## config.mk

```make
export PLATFORM = sky130hd
export DESIGN_NAME = ipc_mailbox
export DESIGN_NICKNAME = d
export VERILOG_FILES = /design/src/rtl/mbx_pkg.sv /design/src/rtl/mbx_fifo.sv /design/src/rtl/mbx_lock.sv /design/src/rtl/ipc_mailbox.sv
export SDC_FILE = /design/constraint.sdc
export NUM_CORES = 1
export LEC_CHECK = 0
export BUFFER_PORTS_ARGS = -buffer_cell sky130_fd_sc_hd__buf_2
export CAP_MARGIN = 0
export CORE_ASPECT_RATIO = 0.9
export CORE_UTILIZATION = 62
export DETAILED_ROUTE_END_ITERATION = 7
export PLACE_DENSITY_LB_ADDON = 0.2
export SETUP_SLACK_MARGIN = 0.1
export SLEW_MARGIN = 20
export SYNTH_ARGS = -nofsm -noshare
export SYNTH_HDL_FRONTEND = slang
export SYNTH_SLANG_ARGS = --single-unit
```

## constraint.sdc

```tcl
create_clock -name clk -period 15.1 [get_ports clk]
set_clock_uncertainty 0.2 [all_clocks]
set_input_delay 0.755 -clock clk [delete_from_list [all_inputs] [get_ports clk]]
set_output_delay 0.755 -clock clk [all_outputs]
set_load 0.03 [all_outputs]
```

## src/rtl/mbx_pkg.sv

```systemverilog
package mbx_pkg;
  localparam int ADDR_W = 3;

  localparam logic [ADDR_W-1:0] A_DATA = 3'd0;
  localparam logic [ADDR_W-1:0] A_STAT = 3'd1;
  localparam logic [ADDR_W-1:0] A_TXLK = 3'd2;
  localparam logic [ADDR_W-1:0] A_RXLK = 3'd3;
  localparam logic [ADDR_W-1:0] A_CTRL = 3'd4;

  localparam int ST_EMPTY = 16;
  localparam int ST_FULL  = 17;
  localparam int ST_UDF   = 18;
  localparam int ST_OVF   = 19;
endpackage

```

## src/rtl/mbx_fifo.sv

```systemverilog
module mbx_fifo #(
  parameter int DATA_W = 32,
  parameter int DEPTH  = 8,
  localparam int PTR_W = $clog2(DEPTH),
  localparam int CNT_W = $clog2(DEPTH + 1)
) (
  input  logic              clk,
  input  logic              rst,
  input  logic              push,
  input  logic [DATA_W-1:0] din,
  input  logic              pop,
  output logic [DATA_W-1:0] dout,
  output logic [CNT_W-1:0]  count,
  output logic              empty,
  output logic              full
);
  logic [DATA_W-1:0] mem [DEPTH];
  logic [PTR_W-1:0]  wr_ptr, rd_ptr;
  logic              push_ok, pop_ok;

  assign empty   = (count == '0);
  assign full    = (count == CNT_W'(DEPTH));
  assign push_ok = push && !full;
  assign pop_ok  = pop && !empty;

  always_ff @(posedge clk) begin
    if (push_ok) mem[wr_ptr] <= din;
  end

  always_ff @(posedge clk) begin
    if (rst)       dout <= '0;
    else if (pop)  dout <= pop_ok ? mem[rd_ptr] : '0;
  end

  always_ff @(posedge clk) begin
    if (rst) begin
      wr_ptr <= '0;
      rd_ptr <= '0;
      count  <= '0;
    end else begin
      if (push_ok) wr_ptr <= (wr_ptr == PTR_W'(DEPTH - 1)) ? '0 : wr_ptr + 1'b1;
      if (pop_ok)  rd_ptr <= (rd_ptr == PTR_W'(DEPTH - 1)) ? '0 : rd_ptr + 1'b1;
      count <= count + CNT_W'(push_ok) - CNT_W'(pop_ok);
    end
  end

  AST_DROP_WHEN_FULL: assert property (@(posedge clk) disable iff (rst)
    (push && full && !pop) |=> (count == $past(count)));
  AST_EMPTY_POP_ZERO: assert property (@(posedge clk) disable iff (rst)
    (pop && empty && !push) |=> (dout == '0 && count == '0));
  AST_COUNT_STEP: assert property (@(posedge clk) disable iff (rst)
    (push && !full && !pop) |=> (count == $past(count) + 1'b1));
endmodule

```

## src/rtl/mbx_lock.sv

```systemverilog
module mbx_lock #(
  parameter int ID_W = 8
) (
  input  logic            clk,
  input  logic            rst,
  input  logic            wr_en,
  input  logic [ID_W-1:0] wr_id,
  input  logic [ID_W-1:0] req_id,
  output logic [ID_W-1:0] owner
);
  always_ff @(posedge clk) begin
    if (rst) owner <= '0;
    else if (wr_en) begin
      if (owner == '0 && wr_id != '0)      owner <= wr_id;
      else if (wr_id == '0 && req_id == owner) owner <= '0;
    end
  end

  AST_HELD_STAYS: assert property (@(posedge clk) disable iff (rst)
    (owner != '0 && wr_id != '0) |=> (owner == $past(owner)));
  AST_FOREIGN_RELEASE: assert property (@(posedge clk) disable iff (rst)
    (wr_en && owner != '0 && req_id != owner) |=> (owner == $past(owner)));
endmodule

```

## src/rtl/ipc_mailbox.sv

```systemverilog
module ipc_mailbox
  import mbx_pkg::*;
#(
  parameter int DATA_W = 32,
  parameter int DEPTH  = 8,
  parameter int ID_W   = 8,
  localparam int CNT_W = $clog2(DEPTH + 1)
) (
  input  logic              clk,
  input  logic              rst,
  input  logic              req_valid,
  input  logic              req_write,
  input  logic [ADDR_W-1:0] req_addr,
  input  logic [DATA_W-1:0] req_wdata,
  input  logic [ID_W-1:0]   req_id,
  output logic              rsp_valid,
  output logic [DATA_W-1:0] rsp_rdata,
  output logic              irq
);
  logic              wr, rd, push, pop, stat_rd;
  logic [DATA_W-1:0] fifo_dout;
  logic [CNT_W-1:0]  count;
  logic              empty, full;
  logic              ovf, udf, irq_en;
  logic [1:0][ID_W-1:0] lock_owner;
  logic [DATA_W-1:0] status_word, reg_val, rsp_reg;
  logic              rsp_from_fifo;

  assign wr      = req_valid && req_write;
  assign rd      = req_valid && !req_write;
  assign push    = wr && req_addr == A_DATA;
  assign pop     = rd && req_addr == A_DATA;
  assign stat_rd = rd && req_addr == A_STAT;

  mbx_fifo #(.DATA_W(DATA_W), .DEPTH(DEPTH)) u_fifo (
    .clk(clk), .rst(rst), .push(push), .din(req_wdata), .pop(pop),
    .dout(fifo_dout), .count(count), .empty(empty), .full(full)
  );

  for (genvar g = 0; g < 2; g++) begin : g_lock
    localparam logic [ADDR_W-1:0] LK_ADDR = (g == 0) ? A_TXLK : A_RXLK;
    mbx_lock #(.ID_W(ID_W)) u_lock (
      .clk(clk), .rst(rst), .wr_en(wr && req_addr == LK_ADDR),
      .wr_id(req_wdata[ID_W-1:0]), .req_id(req_id), .owner(lock_owner[g])
    );
  end

  always_ff @(posedge clk) begin
    if (rst) begin
      ovf    <= 1'b0;
      udf    <= 1'b0;
      irq_en <= 1'b1;
    end else begin
      if (stat_rd) begin
        ovf <= 1'b0;
        udf <= 1'b0;
      end
      if (push && full)  ovf <= 1'b1;
      if (pop && empty)  udf <= 1'b1;
      if (wr && req_addr == A_CTRL) irq_en <= req_wdata[0];
    end
  end

  always_comb begin
    status_word           = '0;
    status_word[CNT_W-1:0] = count;
    status_word[ST_EMPTY] = empty;
    status_word[ST_FULL]  = full;
    status_word[ST_UDF]   = udf;
    status_word[ST_OVF]   = ovf;
    unique case (req_addr)
      A_STAT:  reg_val = status_word;
      A_TXLK:  reg_val = DATA_W'(lock_owner[0]);
      A_RXLK:  reg_val = DATA_W'(lock_owner[1]);
      A_CTRL:  reg_val = DATA_W'(irq_en);
      default: reg_val = '0;
    endcase
  end

  always_ff @(posedge clk) begin
    if (rst) begin
      rsp_valid     <= 1'b0;
      rsp_reg       <= '0;
      rsp_from_fifo <= 1'b0;
    end else begin
      rsp_valid     <= rd;
      rsp_from_fifo <= pop;
      if (rd) rsp_reg <= reg_val;
    end
  end

  assign rsp_rdata = rsp_from_fifo ? fifo_dout : rsp_reg;
  assign irq       = irq_en && !empty;

  AST_STICKY_OVF: assert property (@(posedge clk) disable iff (rst)
    (ovf && !stat_rd) |=> ovf);
  AST_STAT_CLEARS: assert property (@(posedge clk) disable iff (rst)
    (stat_rd) |=> (!ovf && !udf));
  AST_IRQ_FALLS: assert property (@(posedge clk) disable iff (rst)
    (pop && count == CNT_W'(1)) |=> !irq);
  AST_RSP_NEXT: assert property (@(posedge clk) disable iff (rst)
    rd |=> rsp_valid);
  AST_LOCKS_APART: assert property (@(posedge clk) disable iff (rst)
    (wr && req_addr == A_TXLK) |=> (lock_owner[1] == $past(lock_owner[1])));
endmodule

```

# --- After elaboration in Yosys (flattened, before gate mapping) ---
# Memory sizes are Yosys's and may differ from the RTL's. A register that Yosys moved wholly into a read port is not among the register bits.
# Index checks and enable logic that the tools add are counted.
totals:
  register_bits: 95
  ram_bits: 256
  in_bits: 47
  out_inout_bits: 34
  wordCells: 74
  memories: 1
memory_table:
  columns: ["memory", "words", "width", "rd", "rd_clocked_by_memory_dff", "write_ports", "line", "source"]
  rows:
  - ["u_fifo.mem", 8, 32, 1, 1, 1, "mbx_fifo.sv:17", "logic [DATA_W-1:0] mem [DEPTH];"]
classes:
  add_sub_neg: 4
  eq_ne: 9
  mux: 16
  reduce_logical: 32
ops:
  columns: ["cell", "count"]
  rows:
  - ["$pmux W20 S4", 1]
  - ["$mux W32", 2]
  - ["$mux W8", 4]
  - ["$logic_not A8 Y1", 3]
  - ["$logic_and A1 B1 Y1", 17]
  - ["$eq A8 B8 Y1", 2]
  - ["$mux W3", 4]
  - ["$eq A3 B3 Y1 const B", 3]
  - ["$reduce_bool A2 Y1", 4]
  - ["$reduce_bool A8 Y1", 1]
  - ["$add A3 B1 Y3 const B", 2]
  - ["$eq A3 B2 Y1 const B", 2]
  - ["$mux W1", 5]
  - ["$add A4 B1 Y4", 1]
  - ["$eq A4 B4 Y1 const B", 1]
  - ["$logic_not A4 Y1", 1]
  - ["$reduce_and A2 Y1", 2]
  - ["$sub A4 B1 Y4", 1]
  - ["$eq A3 B1 Y1 const B", 1]
  - ["$logic_not A1 Y1", 3]
  - ["$logic_not A3 Y1", 1]

# --- Logic depth before layout (Yosys ltp) ---
depth:
  ltp_word: 6
  mapped_depth: 12
  depth_no_buf: 12

# --- By module ---
# From an unflattened synthesis, not the netlist that was laid out.
hier_totals:
  cells_unflattened: 770
  area_unflattened_um2: 13406.6
by_module_without_submodules:
  columns: ["module", "instances", "cells_per_inst", "area_per_inst_um2", "seq_area_each_um2"]
  rows:
  - ["mbx_fifo", 1, 571, 11469.8, 8588.2]
  - ["ipc_mailbox", 1, 127, 1133.6, 340.3]
  - ["mbx_lock", 2, 36, 401.6, 160.2]

# --- Least setup slack after synthesis ---
# Ideal clock, no wire load.
synth_timing:
  path_kind: "input-to-reg"
  from: "in req_addr[1]"
  to: "mem u_fifo.mem[0][0], enable pin"
  setup_ps: 501
  arrival_ps: 4753
  required_ps: 14399
  slack_ps: 9645
  stages: 5
  path_buffers: 2
  cell_sequence: "buf_6 > or2_0 > or4_1 > buf_2 > nor4_1"
synth_between:
  elab_chain_len: 5
synth_lines:
  columns: ["item", "line", "source"]
  rows:
  - ["start, declared", "ipc_mailbox.sv:13", "input logic [ADDR_W-1:0] req_addr,"]
  - ["$logic_not A3 Y1", "ipc_mailbox.sv:31", "assign push = wr && req_addr == A_DATA;"]
  - ["$logic_and A1 B1 Y1", "ipc_mailbox.sv:31", null]
  - ["$logic_and A1 B1 Y1", "mbx_fifo.sv:23", "assign push_ok = push && !full;"]
  - ["$mux W1", "mbx_fifo.sv:27", "if (push_ok) mem[wr_ptr] <= din;"]
  - ["$mux W1 (implied by the code)", "mbx_fifo.sv:27", null]
  - ["end, declared", "mbx_fifo.sv:17", null]
# No other way between the ends.

# --- Final worst setup path ---
layout_timing:
  from: "reg u_fifo.count[2]"
  to: "mem u_fifo.mem[5][0], enable pin"
layout_between:
  elab_chain_len: 5
layout_lines:
  columns: ["item", "line", "source"]
  rows:
  - ["start, declared", "mbx_fifo.sv:13", "output logic [CNT_W-1:0] count,"]
  - ["start signal, assigned", "mbx_fifo.sv:43", "count <= count + CNT_W'(push_ok) - CNT_W'(pop_ok);"]
  - ["$eq A4 B4 Y1", "mbx_fifo.sv:22", "assign full = (count == CNT_W'(DEPTH));"]
  - ["$logic_not A1 Y1", "mbx_fifo.sv:23", null]
  - ["$logic_and A1 B1 Y1", "mbx_fifo.sv:23", null]
  - ["net u_fifo.push_ok", "mbx_fifo.sv:19", "logic push_ok, pop_ok;"]
  - ["$mux W1", "mbx_fifo.sv:27", null]
  - ["$mux W1 (implied by the code)", "mbx_fifo.sv:27", null]
# The timed path passes the listed nets, and every way through them passes these cells.

==> results.ini <==
[routing]
detail_route.drc_violations = 0
detailedRoute.firstIterationViolations = 571
detail_route.wirelength_um = 26400
drt_first_pass_iters = 5
route.antenna.remaining_nets = 0
num_vias = 7047
detail_route.wl_per_cell_um = 23.2
post_drt_via_cell_ratio = 6.19

[setup_path]
cp-end-kind = flop
setup.worst_path.start_class = flop
critical_path.cell_chain = inv_1 -> ha_1 -> nor3b_1 -> or4_1 -> inv_1 -> nand2_1 -> nor2_4 -> buf_16
critical_path_cell_count = 8
crit_path_frequent_cell = inv_1
critical_path_arrival_ns = 3.41
worstSetupPathType = reg2reg
timing.critical_path.required_ns = 15.15
crit_path_max_delay_cell_type = or4_1
crit_family = simple AND/OR/NAND/NOR gates
reg2regPathDepth = 8
critPathMaxStageDelay_ns = 0.72
critPathMaxFanout = 17
worstPathBufferInverterCount = 3

[global_routing]
first_pass_grt_wire_length_um = 41300
grt-ovfl-total = 0
first_global_vias = 7452
maximum_number_of_pins_on_one_net_before_global_route_repair = 65
grt_antenna_before_repair = 1
globalRouteTotalUtil_pct = 25.3

[sta]
relSlewSlack_pct = 36.2
totalNegativeSetupSlack_ns = 0
fin_crit_ns = 3.36
worst_hold_slack_ns = 0.271
timing.final.setup_violations = 0
fin_crit_sh_pct = 22.3
grt_setup_unrepaired = no
hold_violations = 0
final_max_slew_viol_count = 0
highest_clock_frequency_the_design_can_meet_mhz = 298
worst_pin_slew_ns = 0.957

[layout]
nNetsFinal = 888
drive_gt1_share_pct = 30.9
area_of_the_multi_input_gates_mm2 = 0.00368
largest_reg_flops = 256
registers.top_by_ff_count = u_fifo.mem
areaGrowthSynthToFinish_pct = 12.8
diodes = 0
sequential_cell_area_mm2 = 0.00925
layout.filler_cells = 1283
fin_util_pct = 71.4
layout_top_registers = u_fifo.mem: 256 flops, u_fifo.dout: 32 flops, g_lock.u_lock.owner: 16 flops

[floorplanning]
die_w_um = 155
num_rows = 50
io_pins = 81
initial_core_util_pct = 63.3
placeableCoreArea_mm2 = 0.0208
die_height_um = 140
dieArea_mm2 = 0.0218

[synthesis]
yosysWarnings = 0
synth_cell_types = 48
synth_top_area_share_pct = 58.5
synth_ff_type = edfxtp_1
syn_inst = 740
ys_async_sr_fraction_pct = 0
synth.most_common_cell = edfxtp_1
yosysTopAreaCell = edfxtp_1
synth_enable_flop_cells = 256
synth_area_mm2 = 0.0131
most_common_library_cells_after_synthesis = 256 x edfxtp_1, 78 x dfxtp_1, 64 x mux4_2
synth_area_leaders = edfxtp_1 59%, dfxtp_1 12%, mux4_2 11%
ys_ff_latch = 334
ys_seq_area_share_pct = 70.4
synth_fp_nets = 798
postSynthAreaPerCell_um2 = 17.8

[flow_run]
cap_viol_max_count = 0

[hold_path]
hold_path.class = reg2reg
hold-path-cell-count = 2

[clock_tree]
holdBufCountCts = 0
cts_buffer_depth = 3
number_of_buffers_inserted_by_post_cts_setup_repair = 0
total_clock_sinks = 334
ctsRootBufferMaster = clkbuf_16
cts-buffers-inserted = 31
clk-insertion-delay-late_ns = 0.54
clk_pin_slew_ns = 0.06
htreeDepth = 1
post_cts_resized = 0
cts_tree = done

[run_status]
status = complete, no violations

[placed_design]
place_congestion = 0.871
place_hpwl_um = 15300
io_buffer_count = 80

[power_and_ir_drop]
vdd_ir_drop_max_uv = 99.4
cellLeakagePower_nw = 4.97
finalPower_mw = 1.72
power_density_mw_per_mm2 = 116

## metrics by stage
stage	instances	instance area, um^2	setup WS, ns
floorplan	740	13100	9.65
global placement	1080	13900	11.24
detailed placement	1082	13900	11.20
CTS	1138	14800	11.57
global route	1139	14800	11.59
finish	1139	14800	11.74
## layout make-up
type,count,area share (%)
Clock inverter,14,0.422
Clock buffer,42,5.51
Timing Repair Buffer,94,3.79
Inverter,25,0.633
Multi-Input combinational cell,344,24.8
Sequential cell,334,62.4
Tap cell,286,2.41
## metal layers
metal  GRT usage (%)  vias up  share of wire, %
li1                -     3103                 -
met1            33.4     3642                41
met2            43.8      246                51
met3            4.49       54               6.2
met4            6.76        2               2.0
met5               0        -             0.038
## tightest hold or removal path: stages (launching register included)
cell and delay, ns:
dfxtp_1 0.32, nand2_1 0.06, a21oi_1 0.05
## power by group
part           switching (mW)  internal, mW  total [mW]
Sequential            0.00216         0.990       0.992
Clock                   0.310         0.376       0.685
Combinational          0.0295        0.0140      0.0435
Total                   0.341          1.38        1.72
## cell families (layout without fill, tap and decap cells)
| logic type | count (synthesis) | after routing | synth area share (%) |
|---|---|---|---|
| buffers and inverters | 62 | 175 | 2.09 |
| AO/OA/AOI/OAI | 82 | 82 | 4.94 |
| AND/OR/NAND/NOR | 119 | 119 | 5.05 |
| adder cells (fa/ha/maj) | 11 | 11 | 1.10 |
| XOR/XNOR | 18 | 18 | 1.20 |
| flip-flops | 334 | 334 | 70.4 |
| multiplexers | 114 | 114 | 15.2 |
## placed cells by master, fill, tap and decap left out, types with 5 or more instances in the layout
master and instances:
clkbuf_16 31, a2bb2o_1 5, o21ai_0 16, nor3_2 5, clkinv_1 9, nand3_1 6, a21oi_1 7, edfxtp_1 256
buf_2 80, nand4_1 12, a22oi_1 10, nand2_1 20, inv_1 25, ha_1 10, mux4_2 64, xnor2_1 18
clkbuf_1 11, dfxtp_1 76, and2_1 22, nor2_1 19, buf_4 10, mux2_2 48, a22o_1 32
## path summary, 6_finish.rpt
path / start / slack (ns) / to
setup / recovery: u_fifo.count[2] / 11.74 / u_fifo.mem[5][0]
hold / removal: rsp_reg[16] / 0.27 / rsp_reg[16]
hold reg to reg: rsp_reg[16] / 0.27 / rsp_reg[16]
setup reg to reg: u_fifo.count[2] / 11.74 / u_fifo.mem[5][0]
Power figures use the tool's default switching activity.
